File: src/rtl/wdt_guard_pkg.sv
package wdt_guard_pkg;
  localparam int unsigned KEY_W  = 4;
  localparam int unsigned PSEL_W = 3;
  localparam int unsigned CNT_W  = 8;
  localparam logic [KEY_W-1:0] KEY_OFF = 4'b1010;

  typedef enum logic [1:0] {
    SRC_XTAL = 2'b00,
    SRC_SYS4 = 2'b01,
    SRC_IRC  = 2'b10,
    SRC_IRC2 = 2'b11
  } src_e;
endpackage

File: src/rtl/wdt_tick_sel.sv
module wdt_tick_sel
  import wdt_guard_pkg::*;
(
  input  logic [1:0] clk_sel_i,
  input  logic       xtal_tick_i,
  input  logic       sys4_tick_i,
  input  logic       irc_tick_i,
  input  logic       sleep_i,
  output logic       tick_o
);
  src_e src;
  assign src = src_e'(clk_sel_i);

  always_comb begin
    unique case (src)
      SRC_XTAL: tick_o = xtal_tick_i;
      SRC_SYS4: tick_o = sys4_tick_i & ~sleep_i; // instruction clock stops in sleep
      default:  tick_o = irc_tick_i;
    endcase
  end
endmodule

File: src/rtl/wdt_prescaler.sv
module wdt_prescaler #(
  parameter int unsigned PSEL_W = 3,
  localparam int unsigned PRE_W = (1 << PSEL_W) - 1
) (
  input  logic              clk_i,
  input  logic              rst_ni,
  input  logic              hold_i,
  input  logic              tick_i,
  input  logic [PSEL_W-1:0] psel_i,
  output logic              tick_o
);
  logic [PRE_W-1:0] cnt_q;
  logic [PRE_W-1:0] mask;

  // ratio 2^psel: pass a tick when the low psel bits are all ones
  for (genvar g = 0; g < PRE_W; g++) begin : g_mask
    assign mask[g] = psel_i > PSEL_W'(g);
  end

  assign tick_o = tick_i & ~hold_i & ((cnt_q & mask) == mask);

  always_ff @(posedge clk_i or negedge rst_ni) begin
    if (!rst_ni)     cnt_q <= '0;
    else if (hold_i) cnt_q <= '0;
    else if (tick_i) cnt_q <= cnt_q + 1'b1;
  end
endmodule

File: src/rtl/wdt_count.sv
module wdt_count #(
  parameter int unsigned CNT_W = 8
) (
  input  logic clk_i,
  input  logic rst_ni,
  input  logic hold_i,
  input  logic step_i,
  output logic wrap_o
);
  logic [CNT_W-1:0] cnt_q;

  assign wrap_o = step_i & ~hold_i & (&cnt_q);

  always_ff @(posedge clk_i or negedge rst_ni) begin
    if (!rst_ni)     cnt_q <= '0;
    else if (hold_i) cnt_q <= '0;
    else if (step_i) cnt_q <= cnt_q + 1'b1;
  end
endmodule

File: src/rtl/wdt_guard.sv
module wdt_guard
  import wdt_guard_pkg::*;
(
  input  logic              clk_i,
  input  logic              rst_ni,
  input  logic              cfg_force_en_i,
  input  logic [1:0]        clk_sel_i,
  input  logic              xtal_tick_i,
  input  logic              sys4_tick_i,
  input  logic              irc_tick_i,
  input  logic              key_we_i,
  input  logic [KEY_W-1:0]  key_wdata_i,
  input  logic              psel_we_i,
  input  logic [PSEL_W-1:0] psel_wdata_i,
  input  logic              clr_wdt_i,
  input  logic              halt_i,
  input  logic              sleep_i,
  output logic              wdt_active_o,
  output logic              wdt_rst_o,
  output logic              wake_o,
  output logic              to_flag_o,
  output logic              pd_flag_o
);
  logic [KEY_W-1:0]  key_q;
  logic [PSEL_W-1:0] psel_q;
  logic src_tick, pre_tick, wrap, hold, clr_act;

  assign wdt_active_o = cfg_force_en_i | (key_q != KEY_OFF);
  assign clr_act      = clr_wdt_i & wdt_active_o;
  assign hold         = ~wdt_active_o | clr_wdt_i;

  wdt_tick_sel i_tick_sel (
    .clk_sel_i   (clk_sel_i),
    .xtal_tick_i (xtal_tick_i),
    .sys4_tick_i (sys4_tick_i),
    .irc_tick_i  (irc_tick_i),
    .sleep_i     (sleep_i),
    .tick_o      (src_tick)
  );

  wdt_prescaler #(.PSEL_W(PSEL_W)) i_pre (
    .clk_i  (clk_i),
    .rst_ni (rst_ni),
    .hold_i (hold),
    .tick_i (src_tick),
    .psel_i (psel_q),
    .tick_o (pre_tick)
  );

  wdt_count #(.CNT_W(CNT_W)) i_cnt (
    .clk_i  (clk_i),
    .rst_ni (rst_ni),
    .hold_i (hold),
    .step_i (pre_tick),
    .wrap_o (wrap)
  );

  always_ff @(posedge clk_i or negedge rst_ni) begin
    if (!rst_ni) begin
      key_q     <= KEY_OFF;
      psel_q    <= '1;
      wdt_rst_o <= 1'b0;
      wake_o    <= 1'b0;
      to_flag_o <= 1'b0;
      pd_flag_o <= 1'b0;
    end else begin
      if (key_we_i)  key_q  <= key_wdata_i;
      if (psel_we_i) psel_q <= psel_wdata_i;
      wdt_rst_o <= wrap & ~sleep_i;
      wake_o    <= wrap & sleep_i;
      if (clr_act)   to_flag_o <= 1'b0;
      else if (wrap) to_flag_o <= 1'b1;
      if (halt_i)       pd_flag_o <= 1'b1;
      else if (clr_act) pd_flag_o <= 1'b0;
    end
  end
endmodule

File: config.mk
export PLATFORM = sky130hd
export DESIGN_NAME = wdt_guard
export DESIGN_NICKNAME = d
export VERILOG_FILES = /design/src/rtl/wdt_guard_pkg.sv /design/src/rtl/wdt_tick_sel.sv /design/src/rtl/wdt_prescaler.sv /design/src/rtl/wdt_count.sv /design/src/rtl/wdt_guard.sv
export SDC_FILE = /design/constraint.sdc
export NUM_CORES = 1
export LEC_CHECK = 0
export ABC_AREA = 1
export ABC_CLOCK_PERIOD_IN_PS = 1800
export BUFFER_PORTS_ARGS = -buffer_cell sky130_fd_sc_hd__clkbuf_2
export CORE_MARGIN = 8
export CORE_UTILIZATION = 30
export CTS_CLUSTER_DIAMETER = 100
export DETAILED_ROUTE_END_ITERATION = 6
export GPL_ROUTABILITY_DRIVEN = 0
export SYNTH_ARGS = -nofsm -noshare
export SYNTH_HDL_FRONTEND = slang
export SYNTH_SLANG_ARGS = --single-unit
File: constraint.sdc
create_clock -name clk_i -period 1.8 [get_ports clk_i]
set_input_delay 0.18 -clock clk_i [delete_from_list [all_inputs] [get_ports clk_i]]
set_output_delay 0.18 -clock clk_i [all_outputs]
set_load 0.02 [all_outputs]
==> results by group <==
Floorplan
  – DIE AREA: 0.007134 mm^2
  – Std-Cell Core Area: 0.004629 mm^2
  – Starting density of the core: 30.38%
  – Die Y: 84.47 um
  – Die X: 84.47 um
  – I/O pins: 25
  – # rows: 25

Yosys
  – Synth Flop Type: dfrtp_1
  – Syn Std Cell Area: 0.001406 mm^2
  – Ranking of synthesized cells by area: dfrtp_1 (37%), nand2_1 (10%), dfstp_2 (9.3%), nand3_1 (5.3%), inv_1 (5.1%)
  – YS warnings: 0
  – Post-synth EDFFs: 0
  – Seq/Total Area, Yosys: 46.71%
  – Post-synth top area share: 37.37%
  – Most common cell in the netlist: nand2_1
  – Post-Synthesis Cells: 166
  – Async SR Flop Fraction: 100.0%
  – Avg Cell Area, Syn: 8.472 um^2
  – Synth cell count leaders: nand2_1 (38), dfrtp_1 (21), inv_1 (19)
  – FF+latch count, synth: 26
  – Syn Nets: 188
  – Yosys cell types: 29
  – Synth area leader: dfrtp_1

Status
  – Status: completed

CTS
  – Worst-path clk slew: 90 ps
  – Clk Tree Root Cell: clkbuf_8
  – Clk buf depth: 2
  – Total CTS buffers: 3
  – CTS Sinks: 26
  – CTS tree: yes
  – H-Tree Depth: 1
  – Clock Latency Late Sink: 270 ps

Global route
  – First-pass GRT wire length: 4.940 mm
  – Total grt overflow: 0
  – Largest net degree at the start of global routing: 27
  – Vias in the first global route: 1083
  – Initial antenna violation count: 0
  – Overall Global Routing Usage: 8.471%

Timing
  – Max-slew headroom: 56.97%
  – Slew @ Worst Pin: 645.4 ps
  – Final hold vios: 0
  – RSZ-0062 raised after global routing: false
  – TNS Setup: 0 ps
  – Fmax: 0.6330 GHz
  – Worst Skew: 2.232 ps
  – Fin crit period: 1580 ps
  – Final Max Slew Viols: 0
  – WHS: 72.50 ps
  – Final setup fails: 0
  – Fin crit share: 87.77%

Cells and area
  – Area growth syn-to-layout: 16.82%
  – Nets: 216
  – Fin util: 35.49%
  – Inserted Diodes: 0
  – Layout cell share with drive strength beyond 1: 26.94%

Drt
  – DRC violation count after routing: 0
  – WL per Instance: 11.37 um
  – DR pass1 iterations: 4
  – Antenna Nets Post-Route: 0
  – Via density per instance: 4.591
  – Total wire length: 2.809 mm
  – Number of vias in the routed layout: 1134
  – DRT iter0 DRCs: 42

Power
  – Combinational share of power: 12.3%
  – Worst vdd ir: 0.4344 mV
  – Power share of the clock group: 33.0%
  – Power Density: 704.7 mW/mm^2
  – Internal: 0.8638 mW
  – Pleak: 0.8121 nW
  – Sw Pwr: 0.2940 mW
  – Sw frac: 25.39%
  – Share of power burned in registers: 54.7%

Worst setup path
  – Crit end category: register
  – Worst Reg2Reg Path Length in Cells: 8
  – Critical Path Source Type: register
  – Crit Path Class: register to register
  – Crit-path cells: inv_1 > nor2_2 > nand3_4 > nand2_4 > inv_1 > nand2_1 > nand3_1 > nand2_1
  – Worst Path Arrival: 1800 ps
  – Slowest-stage cell, CP: dfstp_2
  – Max incr delay on CP: 530 ps
  – Crit Path Max Fanout: 15
  – Data required, critical path: 2020 ps

Min path
  – HP Class: input pin to register
  – Hold path cells: 2

Job
  – Number of max-cap violations: 0

Place
  – DP Wirelength: 2.200 mm
  – Port Buffer Count: 24
-- sequential cells by signal (all words and copies together), names as in the netlist --
register	flops
i_cnt.cnt_q	8
wdt_rst_o	1
to_flag_o	1
psel_q	3
i_pre.cnt_q	7
wake_o	1
pd_flag_o	1
key_q	4
-- power by group through the flow --
stage | clock network (mW) | registers [mW] | logic (mW)
finish | 0.382 | 0.633 | 0.143
global route | 0.422 | 0.637 | 0.165
detailed placement | 0 | 0.644 | 0.144
CTS | 0.398 | 0.633 | 0.146
global placement | 0 | 0.644 | 0.142
floorplan | 0 | 0.641 | 0.0903
-- cell usage in the layout (no fill, tap or decap), drive strengths merged, types with 5 or more instances in the layout --
cell type / synthesis / routed
o21ai: 12 / 12
dfrtp: 21 / 21
nand3: 19 / 19
clkbuf: 0 / 28
nand2: 41 / 41
dfstp: 5 / 5
inv: 22 / 22
nand4: 7 / 7
nor2: 14 / 14
-- worst paths after layout --
kind	start	to	slack (ps)
max	key_q[1]	i_pre.cnt_q[5]	220
min	sleep_i	wdt_rst_o	70
max reg2reg	key_q[1]	i_pre.cnt_q[5]	220
min reg2reg	key_q[3]	key_q[3]	490
max in group asynchronous	rst_ni	i_cnt.cnt_q[4]	930
min in group asynchronous	rst_ni	i_pre.cnt_q[2]	460
-- critical path: cells and delay by family, from the launching register on --
kind / cells / cell delay (ps)
buf+inv: 2 / 260
flops: 1 / 530
simple gates: 6 / 720
-- kinds of logic after synthesis --
family,after synthesis,share of synthesized area (%)
compound gates,18,6.673
xor+xnor,6,3.737
fa+ha+maj,2,1.779
buf+inv,24,7.028
flops,26,46.71
mux,3,2.402
simple gates,87,31.67
-- layer usage --
metal | GRT usage [%] | vias up | routed length (um)
met5 | 0 | - | 0
met4 | 5.825 | 0 | 80
met3 | 1.073 | 5 | 92
met2 | 12.61 | 29 | 1260
met1 | 11.10 | 508 | 1375
li1 | - | 592 | -
-- cell type report --
type,instances,area (um^2)
Fill cell,466,2987
Clock buffer,4,55.05
Inverter,22,82.58
Multi-Input combinational cell,116,650.6
Tap cell,54,67.56
Sequential cell,26,656.9
Timing Repair Buffer,25,130.1
-- metrics by stage --
step / instances / setup slack, ps / area [um^2] / power [mW]
global route: 247 / 111.8 / 1643 / 1.224
floorplan: 166 / 345.0 / 1406 / 0.7311
CTS: 247 / 214.2 / 1643 / 1.177
detailed placement: 242 / 242.7 / 1578 / 0.7879
finish: 247 / 220.2 / 1643 / 1.158
global placement: 242 / 265.4 / 1578 / 0.7863
-- repair_timing --
item,4_1_cts,5_1_grt
hold buffers,1,0
resized for setup,0,0
hold endpoints to repair,21,0
setup buffers,0,0
No activity file was read; power rests on OpenSTA's default activity.
